$ cat src/rtl/opea_pkg.sv
// Package: shared mode and size codes for the operand address generator.
// Assumes a 4-bit mode field and a 2-bit size field.
package opea_pkg;

    typedef enum logic [3:0] {
        AM_DREG    = 4'd0,
        AM_AREG    = 4'd1,
        AM_IND     = 4'd2,
        AM_POSTINC = 4'd3,
        AM_PREDEC  = 4'd4,
        AM_DISP    = 4'd5,
        AM_INDEX   = 4'd6,
        AM_ABS_S   = 4'd7,
        AM_ABS_L   = 4'd8,
        AM_PC_DISP = 4'd9,
        AM_PC_IDX  = 4'd10,
        AM_IMM     = 4'd11,
        AM_QUICK   = 4'd12,
        AM_RSV13   = 4'd13,
        AM_RSV14   = 4'd14,
        AM_RSV15   = 4'd15
    } am_e;

    localparam logic [1:0] SZ_BYTE = 2'b00;
    localparam logic [1:0] SZ_WORD = 2'b01;

endpackage

$ cat src/rtl/opea_step.sv
// Module: opea_step
// Produces the auto-modify step for a given operand size and address register.
// Assumes that size[1] set means long. The byte step is taken from a table built
// per register, and the stack register gets 2 so that it stays word aligned.
module opea_step #(
    parameter int NREG      = 8,
    parameter int STACK_REG = 7,
    localparam int RSEL_W   = $clog2(NREG)
) (
    input  logic [1:0]        size_i,
    input  logic [RSEL_W-1:0] reg_sel_i,
    output logic [2:0]        step_o
);
    import opea_pkg::*;

    logic [2:0] byte_step [NREG];

    // Build the per-register byte step table.
    for (genvar g = 0; g < NREG; g++) begin : g_bstep
        assign byte_step[g] = (g == STACK_REG) ? 3'd2 : 3'd1;
    end

    // Select the step from the size code.
    always_comb begin
        if (size_i[1])             step_o = 3'd4;
        else if (size_i == SZ_WORD) step_o = 3'd2;
        else                        step_o = byte_step[reg_sel_i];
    end
endmodule

$ cat src/rtl/opea_index.sv
// Module: opea_index
// Decodes a brief index extension word into one offset: the sign-extended
// 8-bit displacement plus the sized index register value.
// Assumes 8 data and 8 address registers packed data-first in gpr_i.
module opea_index #(
    parameter int XLEN = 32,
    parameter int NREG = 8,
    localparam int RF_W = 2 * NREG * XLEN
) (
    input  logic [4:0]      ctl_i,   // extension bits 15..11
    input  logic [7:0]      disp_i,  // extension bits 7..0
    input  logic [RF_W-1:0] gpr_i,
    output logic [XLEN-1:0] offset_o
);
    logic [3:0]      flat_idx;
    logic [XLEN-1:0] idx_raw;
    logic [XLEN-1:0] idx_sized;

    // Pick the index register: the type bit selects the upper bank.
    always_comb begin
        flat_idx = {ctl_i[4], ctl_i[3:1]};
        idx_raw  = gpr_i[flat_idx*XLEN +: XLEN];
    end

    // Size the index and add the short displacement.
    always_comb begin
        idx_sized = ctl_i[0] ? idx_raw : {{(XLEN-16){idx_raw[15]}}, idx_raw[15:0]};
        offset_o  = idx_sized + {{(XLEN-8){disp_i[7]}}, disp_i};
    end
endmodule

$ cat src/rtl/opea_core.sv
// Module: opea_core
// Combinational mode multiplexer: forms the operand value or address, the
// write-back request and the extension word count for one operand.
// Assumes the pc input is the address of the first extension word.
module opea_core #(
    parameter int XLEN      = 32,
    parameter int NREG      = 8,
    parameter int STACK_REG = 7,
    localparam int RSEL_W   = $clog2(NREG),
    localparam int RF_W     = 2 * NREG * XLEN
) (
    input  opea_pkg::am_e     mode_i,
    input  logic [RSEL_W-1:0] reg_sel_i,
    input  logic [1:0]        size_i,
    input  logic [XLEN-1:0]   pc_i,
    input  logic [15:0]       ext0_i,
    input  logic [15:0]       ext1_i,
    input  logic [XLEN-1:0]   quick_i,
    input  logic [RF_W-1:0]   gpr_i,
    output logic [XLEN-1:0]   operand_o,
    output logic              fetch_o,
    output logic              wb_en_o,
    output logic [RSEL_W-1:0] wb_reg_o,
    output logic [XLEN-1:0]   wb_val_o,
    output logic [1:0]        ext_used_o,
    output logic              illegal_o
);
    import opea_pkg::*;

    logic [2:0]      step;
    logic [XLEN-1:0] idx_off;
    logic [XLEN-1:0] dreg, areg, disp16, step_x, a_dec;

    opea_step #(.NREG(NREG), .STACK_REG(STACK_REG)) u_step (
        .size_i    (size_i),
        .reg_sel_i (reg_sel_i),
        .step_o    (step)
    );

    opea_index #(.XLEN(XLEN), .NREG(NREG)) u_index (
        .ctl_i    (ext0_i[15:11]),
        .disp_i   (ext0_i[7:0]),
        .gpr_i    (gpr_i),
        .offset_o (idx_off)
    );

    // Read the selected registers and form the common terms.
    always_comb begin
        dreg   = gpr_i[reg_sel_i*XLEN +: XLEN];
        areg   = gpr_i[(NREG + int'(reg_sel_i))*XLEN +: XLEN];
        disp16 = {{(XLEN-16){ext0_i[15]}}, ext0_i};
        step_x = {{(XLEN-3){1'b0}}, step};
        a_dec  = areg - step_x;
    end

    // Choose the result, the fetch flag, the write-back and the word count per mode.
    always_comb begin
        operand_o  = '0;
        fetch_o    = 1'b1;
        wb_en_o    = 1'b0;
        wb_reg_o   = '0;
        wb_val_o   = '0;
        ext_used_o = 2'd0;
        illegal_o  = 1'b0;
        case (mode_i)
            AM_DREG:  begin operand_o = dreg;    fetch_o = 1'b0; end
            AM_AREG:  begin operand_o = areg;    fetch_o = 1'b0; end
            AM_QUICK: begin operand_o = quick_i; fetch_o = 1'b0; end
            AM_IMM: begin
                fetch_o = 1'b0;
                if (size_i[1]) begin
                    operand_o  = {ext0_i, ext1_i};
                    ext_used_o = 2'd2;
                end else begin
                    operand_o  = (size_i == SZ_BYTE) ? {{(XLEN-8){1'b0}}, ext0_i[7:0]}
                                                     : {{(XLEN-16){1'b0}}, ext0_i};
                    ext_used_o = 2'd1;
                end
            end
            AM_IND: operand_o = areg;
            AM_POSTINC: begin
                operand_o = areg;
                wb_en_o   = 1'b1;
                wb_reg_o  = reg_sel_i;
                wb_val_o  = areg + step_x;
            end
            AM_PREDEC: begin
                operand_o = a_dec;
                wb_en_o   = 1'b1;
                wb_reg_o  = reg_sel_i;
                wb_val_o  = a_dec;
            end
            AM_DISP:    begin operand_o = areg + disp16;    ext_used_o = 2'd1; end
            AM_INDEX:   begin operand_o = areg + idx_off;   ext_used_o = 2'd1; end
            AM_ABS_S:   begin operand_o = disp16;           ext_used_o = 2'd1; end
            AM_ABS_L:   begin operand_o = {ext0_i, ext1_i}; ext_used_o = 2'd2; end
            AM_PC_DISP: begin operand_o = pc_i + disp16;    ext_used_o = 2'd1; end
            AM_PC_IDX:  begin operand_o = pc_i + idx_off;   ext_used_o = 2'd1; end
            default: begin
                fetch_o   = 1'b0;
                illegal_o = 1'b1;
            end
        endcase
    end
endmodule

$ cat src/rtl/opea_gen.sv
// Module: opea_gen (top)
// Operand effective address generator with one registered output stage.
// Assumes that the extension words are already fetched and that pc_i points at
// the first of them. All outputs clear under a synchronous active-low reset.
module opea_gen #(
    parameter int XLEN      = 32,
    parameter int NREG      = 8,
    parameter int STACK_REG = 7,
    localparam int RSEL_W   = $clog2(NREG),
    localparam int RF_W     = 2 * NREG * XLEN
) (
    input  logic              clk,
    input  logic              rst_n,
    input  logic [3:0]        mode_i,
    input  logic [RSEL_W-1:0] reg_sel_i,
    input  logic [1:0]        size_i,
    input  logic [XLEN-1:0]   pc_i,
    input  logic [15:0]       ext0_i,
    input  logic [15:0]       ext1_i,
    input  logic [XLEN-1:0]   quick_i,
    input  logic [RF_W-1:0]   gpr_i,
    output logic [XLEN-1:0]   operand_o,
    output logic              fetch_o,
    output logic              wb_en_o,
    output logic [RSEL_W-1:0] wb_reg_o,
    output logic [XLEN-1:0]   wb_val_o,
    output logic [1:0]        ext_used_o,
    output logic              illegal_o
);
    import opea_pkg::*;

    logic [XLEN-1:0]   c_operand, c_wb_val;
    logic              c_fetch, c_wb_en, c_illegal;
    logic [RSEL_W-1:0] c_wb_reg;
    logic [1:0]        c_ext;

    opea_core #(.XLEN(XLEN), .NREG(NREG), .STACK_REG(STACK_REG)) u_core (
        .mode_i     (am_e'(mode_i)),
        .reg_sel_i  (reg_sel_i),
        .size_i     (size_i),
        .pc_i       (pc_i),
        .ext0_i     (ext0_i),
        .ext1_i     (ext1_i),
        .quick_i    (quick_i),
        .gpr_i      (gpr_i),
        .operand_o  (c_operand),
        .fetch_o    (c_fetch),
        .wb_en_o    (c_wb_en),
        .wb_reg_o   (c_wb_reg),
        .wb_val_o   (c_wb_val),
        .ext_used_o (c_ext),
        .illegal_o  (c_illegal)
    );

    // Register the result bundle; clear it under reset.
    always_ff @(posedge clk) begin
        if (!rst_n) begin
            operand_o  <= '0;
            fetch_o    <= 1'b0;
            wb_en_o    <= 1'b0;
            wb_reg_o   <= '0;
            wb_val_o   <= '0;
            ext_used_o <= 2'd0;
            illegal_o  <= 1'b0;
        end else begin
            operand_o  <= c_operand;
            fetch_o    <= c_fetch;
            wb_en_o    <= c_wb_en;
            wb_reg_o   <= c_wb_reg;
            wb_val_o   <= c_wb_val;
            ext_used_o <= c_ext;
            illegal_o  <= c_illegal;
        end
    end

    logic [XLEN-1:0] post_gap;
    assign post_gap = wb_val_o - operand_o;


    rst_clear_chk: assert property (@(posedge clk)
        (!$past(rst_n)) |-> (operand_o == '0 && !fetch_o && !wb_en_o && ext_used_o == 2'd0 && !illegal_o));

    postinc_gap_chk: assert property (@(posedge clk) disable iff (!rst_n)
        ($past(rst_n) && $past(mode_i) == 4'd3) |-> (wb_en_o && $countones(post_gap) == 1 && post_gap < 5));

    predec_match_chk: assert property (@(posedge clk) disable iff (!rst_n)
        ($past(rst_n) && $past(mode_i) == 4'd4) |-> (wb_en_o && wb_val_o == operand_o));

    illegal_quiet_chk: assert property (@(posedge clk) disable iff (!rst_n)
        illegal_o |-> (!wb_en_o && !fetch_o && ext_used_o == 2'd0));

    wb_needs_fetch_chk: assert property (@(posedge clk) disable iff (!rst_n)
        wb_en_o |-> (fetch_o && !illegal_o));

    ext_count_chk: assert property (@(posedge clk) disable iff (!rst_n)
        ext_used_o != 2'd3);
endmodule

$ cat config.mk
export PLATFORM = sky130hd
export DESIGN_NAME = opea_gen
export DESIGN_NICKNAME = d
export VERILOG_FILES = /design/src/rtl/opea_pkg.sv /design/src/rtl/opea_step.sv /design/src/rtl/opea_index.sv /design/src/rtl/opea_core.sv /design/src/rtl/opea_gen.sv
export SDC_FILE = /design/constraint.sdc
export NUM_CORES = 1
export LEC_CHECK = 0
export BUFFER_PORTS_ARGS = -buffer_cell sky130_fd_sc_hd__buf_4
export CAP_MARGIN = 20
export CORE_AREA = 2 2 265 267
export CTS_CLUSTER_DIAMETER = 200
export DETAILED_ROUTE_END_ITERATION = 10
export DIE_AREA = 0 0 267 269
export SLEW_MARGIN = 0
export SYNTH_ARGS = -nofsm -noshare
export SYNTH_HDL_FRONTEND = slang
export SYNTH_SLANG_ARGS = --single-unit
$ cat constraint.sdc
create_clock -name clk -period 20.4 [get_ports clk]
set_input_delay 4.08 -clock clk [delete_from_list [all_inputs] [get_ports clk]]
set_output_delay 4.08 -clock clk [all_outputs]
set_load 0.05 [all_outputs]
; ---- Word level (Yosys, flattened, before mapping)
; Memory sizes are Yosys's and may differ from the RTL's.
; Cells that the tools add are included.
[classes]
add_sub_neg = 8
order_cmp = 1
eq_ne = 13
shifts = 3
n_mux = 14
bitwise_logic = 1
reduce_logical = 8
[op_table]
columns = operator, count
row1 = indexed part select 512 x 10 -> 32 bit, 1
row2 = indexed part select 512 x 32 -> 32 bit, 1
row3 = indexed part select 512 x 9 -> 32 bit, 1
row4 = case mux 32 bit (11 select lines), 1
row5 = adder 32 bit, 5
row6 = two-way mux 32 bit, 2
row7 = case mux 32 bit (2 select lines), 1
row8 = adder 32 x 3 -> 32 bit, 1
row9 = subtractor 32 x 3 -> 32 bit, 1
row10 = == test 4 bit (second input constant), 5
row11 = == test 4 x 3 -> 1 bit (second input constant), 4
row12 = two-way mux 16 bit, 1
row13 = OR reduction 13 bit, 1
row14 = two-way mux 3 bit, 4
row15 = OR reduction 9 bit, 1
row16 = == test 4 x 2 -> 1 bit (second input constant), 2
row17 = case mux 2 bit (3 select lines), 1
row18 = adder 4 x 3 -> 5 bit (first input constant), 1
row19 = OR reduction 5 bit, 1
row20 = == test 4 x 1 -> 1 bit (second input constant), 1
row21 = greater-or-equal comparator 4 bit (second input constant), 1
row22 = logical NOT 4 bit, 1
row23 = NOT 3 -> 4 bit, 1
row24 = two-way mux 1 bit, 3
row25 = other kinds (6), 6
[word_totals]
register_bits = 72
rom_bits = 24
inputBits = 619
out_inout_bits = 72
wordCells = 56
memories = 1
[memory_table]
columns = memory, depth, width, rd, rd_clocked_by_memory_dff, wr, line_no
row1 = (name not given), 8, 3, 1, 0, 0, opea_step.sv:27  ; else step_o = byte_step[reg_sel_i];

; ---- Longest topological paths before layout
[logic_depth]
depth_word = 8
ltp_mapped = 35
ltp_nobuf = 30

; ---- Modules after synthesis
; A second synthesis with hierarchy kept.
[unflattened]
hier_cells = 1988
area_unflattened_um2 = 18940.7
[by_module_without_submodules]
columns = module, instances, cells_each, area_per_inst_um2, seq_area_each_um2
row1 = opea_core, 1, 1367, 11267.1, 0.0
row2 = opea_index, 1, 466, 5630.4, 0.0
row3 = opea_gen, 1, 151, 2016.9, 1441.4
row4 = opea_step, 1, 4, 26.3, 0.0

; ---- Least setup slack after synthesis
; Ideal clock, no wire load.
[synth_path]
path_kind = input to register
from = in ext0_i[12]
to = reg operand_o[31]
setup_ps = 128
arrival_ps = 11095
t_required_ps = 20272
slack_ps = 9177
stages = 33
n_path_buf = 4
path_cell_list = clkbuf_1 > clkbuf_1 > buf_1 > buf_1 > mux4_2 > mux4_2 > ha_1 > inv_1 > fa_1 > nor2b_1 > o21ai_0 > nand2b_1 > a21oi_1 > o21ai_0 > a21oi_1 > o21ai_0 > a21o_1 > a21oi_1 > xor2_1 > o21ai_0 > ha_1 > a21oi_1 > nor2b_1 > o21ai_0 > a21oi_1 > a31o_2 > a21oi_1 > a31oi_1 > a211o_1 > xnor2_1 > xnor2_1 > a221oi_1 > nor2_1
[synth_between]
elab_chain_cells = 5
word_cells_on_any_way = 8
classes_between = add/sub: 5 / shift: 1 / mux: 2
[synth_rtl]
columns = element, line_no
row1 = "start, declared", opea_gen.sv:18  ; input logic [15:0] ext0_i,
row2 = indexed part select 512 x 10 -> 32 bit, opea_index.sv:22  ; idx_raw = gpr_i[flat_idx*XLEN +: XLEN];
row3 = two-way mux 32 bit, opea_index.sv:27  ; idx_sized = ctl_i[0] ? idx_raw : {{(XLEN-16){idx_raw[15]}}, idx_raw[15:0]};
row4 = adder 32 bit, opea_index.sv:28  ; offset_o = idx_sized + {{(XLEN-8){disp_i[7]}}, disp_i};
row5 = adder 32 bit (on tied branches), "opea_core.sv:98, opea_core.sv:94"
row6 = case mux 32 bit (11 select lines) (*), opea_core.sv:65  ; case (mode_i)
row7 = "end signal, assigned", opea_gen.sv:66  ; operand_o <= c_operand;
row8 = "end, declared", opea_gen.sv:22  ; output logic [XLEN-1:0] operand_o,
; Every way passes the cells marked *; elsewhere a longest branch is shown, timed or not.
; A chain may end at the register's enable or synchronous reset.

; ---- Worst setup path in the final report
[layout_path]
from = in ext0_i[13]
to = reg operand_o[31]
; Same word-level chain as after synthesis.

==> metrics.csv <==
metric;value;unit
Slew @ Worst Pin;1.059;ns
Hold Crit Class;primary input to flop;
Finish-stage setup viols;0;
CTS max path bufs;2;
Finished Layout Cells;3403;
share of cells above drive strength 1;0.4374;
Routed WL per cell;32.25;um
DR DRC count;0;
syn avg cell area;9.483;um^2
# IOs;691;
Min Hold Slack;3.985;ns
Post-synth EDFFs;0;
post-synthesis cell type count;80;
outcome;finished clean;
DP Wirelength;93.62;mm
Hold Path End;wb_reg_o[2];
die area;0.07182;mm^2
htree depth;3;
Setup TNS Final;0;ns
Total Power;1.091;mW
slowest CP cell;mux4_2;
Core Region;0.06930;mm^2
gpl congestion;0.9885;
net count after synthesis;2567;
GRT Total Usage;0.2956;
WHS Path Cells;2;
placed cells;3359;
first-pass GRT wire length;148.2;mm
Worst Path Max Fanout;95;
DRT Wirelength;109.8;mm
most frequent CP cell;a21oi_1;
sequential area share after synthesis;0.08265;
Fmax;89.36;MHz
largest net degree at the start of global routing;96;
TritonCTS Sinks;72;
fin crit share;0.5486;
fin crit period;11.19;ns
nets@finish;3158;
area delta synth->final;36.52;%
Slew Limit Headroom;0.2735;
cts bufs inserted;9;
Post-Syn Area;0.01744;mm^2
total of max-cap violations;0;
Cells after Synth;1839;
crit end category;flop;
vias in the first global route;19100;
GRT overflow;0;
Root Buffer;clkbuf_16;
Leakage Power;10.02;nW
DR vias;19790;
Hold Vio Cnt, Final;0;
DR pass1 iterations;5;
Resize count post-CTS;0;
worst hold start;reg_sel_i[2];
CTS tree;yes;
Pins Over Slew Limit;0;
IO Port Bufs;690;
initial antenna violation count;48;
Filler cells;7239;
CP required;20.64;ns
Worst VDD drop;0.03958;mV
post-CTS setup buffers;0;
die span in x;267;um
asr flop ratio synth;0;
CP startpoint kind;primary input;
Initial DRC Count;2423;
Rows;97;
pwr dens;45.84;mW/mm^2
CTS clock-pin slew for the worst setup and hold paths;0.07;ns
slowest cell delay on critical path;0.49;ns
Antenna Nets Post-Route;0;
Synth Register Bits;72;
dominant synthesized flop cell;dfxtp_1;
setup ws final;9.209;ns
# hold bufs at CTS;0;
placement-stage worst setup slack;8.931;ns
RSZ-0062 raised after global routing;no;
Synth Warn #;0;
Initial Util;0.2516;
vias per cell;5.815;
Die Ht;269;um
crit path kind;primary input to flop;
Data arrival, critical path;11.43;ns
==> critical path, delay by kind of cell <==
family / cells / cell delay (ns)
AOI/OAI and AO/OA: 16 / 3.73
xor gates and xnor gates: 3 / 0.54
adders and majority gates: 2 / 0.75
buffers and inverters: 2 / 0.77
muxes: 2 / 0.94
and+or+nand+nor: 4 / 0.38
==> layout make-up <==
class	instances	area, um^2	share of cell area
clock buffer	10	229.0	0.009617
multi-input combinational	1569	15200	0.6383
clock inverter	6	43.79	0.001839
sequential	72	1441	0.06054
inverter	60	225.2	0.009460
timing repair buffer	718	5425	0.2279
tap	940	1176	0.04940
antenna	28	70.07	0.002943
==> where the power goes <==
group	leakage (nW)	switching (mW)	internal [mW]
clock	0.133	0.0712	0.0828
sequential	0.589	0.00362	0.151
combinational	9.30	0.439	0.343
==> cells by family (layout without fill, tap and decap cells) <==
kind of cell / Yosys count / in the layout / synth area share
flip-flops: 72 / 72 / 0.08265
multiplexers: 360 / 360 / 0.4147
adder cells (fa/ha/maj): 109 / 109 / 0.08036
other: 0 / 28 / 0
buffers and inverters: 198 / 794 / 0.04771
AND/OR/NAND/NOR: 469 / 469 / 0.1282
XOR/XNOR: 107 / 107 / 0.05417
AO/OA/AOI/OAI: 524 / 524 / 0.1922
==> synth_stat cells (7+ instances only) <==
library cell	instances	area, um^2
o21bai_1	12	90.09
and3_1	19	118.9
mux4_2	286	6441
o21a_1	7	52.55
nand3_1	37	185.2
o221ai_1	10	87.58
buf_1	20	75.07
mux2i_1	61	610.6
nor2b_1	25	156.4
a221o_1	8	80.08
nor2_1	108	405.4
nand2b_1	22	137.6
a21oi_1	146	730.7
nand2_1	160	600.6
nor3_1	33	165.2
dfxtp_1	72	1441
o21ai_0	150	750.7
clkbuf_1	89	334.1
mux2_2	10	112.6
nor4_1	7	43.79
buf_2	19	95.09
and2_1	20	125.1
inv_1	57	214.0
or3_1	7	43.79
a31oi_1	13	81.33
a221oi_1	29	254.0
xnor2_1	67	586.8
ha_1	104	1301
a21boi_0	9	67.56
a41oi_1	8	70.07
a21o_1	36	270.3
a222oi_1	9	90.09
a211oi_1	16	120.1
o311a_1	7	70.07
xor2_1	39	341.6
==> layer usage <==
metal | vias up | part of all wire | global-route usage
met2 | 1315 | 0.45 | 0.4606
met4 | 24 | 0.035 | 0.1105
li1 | 8536 | - | -
met3 | 172 | 0.10 | 0.06694
met5 | - | 0.0013 | 0.009459
met1 | 9742 | 0.41 | 0.3984
==> cell usage in the layout, fill, tap and decap left out, types with 12 or more instances in the layout <==
| cell type | instances |
|---|---|
| o21ai_0 | 150 |
| a211oi_1 | 16 |
| xor2_1 | 39 |
| nor2_1 | 105 |
| o21bai_1 | 12 |
| diode_2 | 28 |
| and3_1 | 19 |
| a221oi_1 | 29 |
| nor2b_1 | 25 |
| a21o_1 | 36 |
| inv_1 | 57 |
| nand2b_1 | 22 |
| a21oi_1 | 145 |
| buf_4 | 713 |
| nand2_1 | 160 |
| mux4_2 | 286 |
| dfxtp_1 | 72 |
| nand3_1 | 37 |
| a31oi_1 | 13 |
| ha_1 | 104 |
| and2_1 | 20 |
| xnor2_1 | 67 |
| nor3_1 | 31 |
| mux2i_1 | 61 |
==> worst max-delay path by stage <==
stage	slack, ns	to	startpoint	depth (start not counted)
floorplan	9.18	operand_o[31]	ext0_i[12]	33
global placement	8.94	operand_o[31]	ext0_i[12]	31
detailed placement	8.93	operand_o[31]	ext0_i[12]	31
CTS	9.32	operand_o[31]	ext0_i[12]	31
global route	8.64	operand_o[31]	ext0_i[12]	30
finish	9.21	operand_o[31]	ext0_i[13]	29
==> flip-flops by register name (all words and copies together) (netlist names) <==
name / cells
ext_used_o: 2
illegal_o: 1
operand_o: 32
wb_val_o: 32
wb_reg_o: 3
fetch_o: 1
wb_en_o: 1
==> per-stage QoR <==
step,util,cell area [um^2]
6_report,0.3435,23810
5_1_grt,0.3433,23790
4_1_cts,0.3425,23740
3_5_place_dp,0.3386,23470
3_3_place_gp,0.3386,23470
2_1_floorplan,-,17440
(Power assumes the default switching activity.)
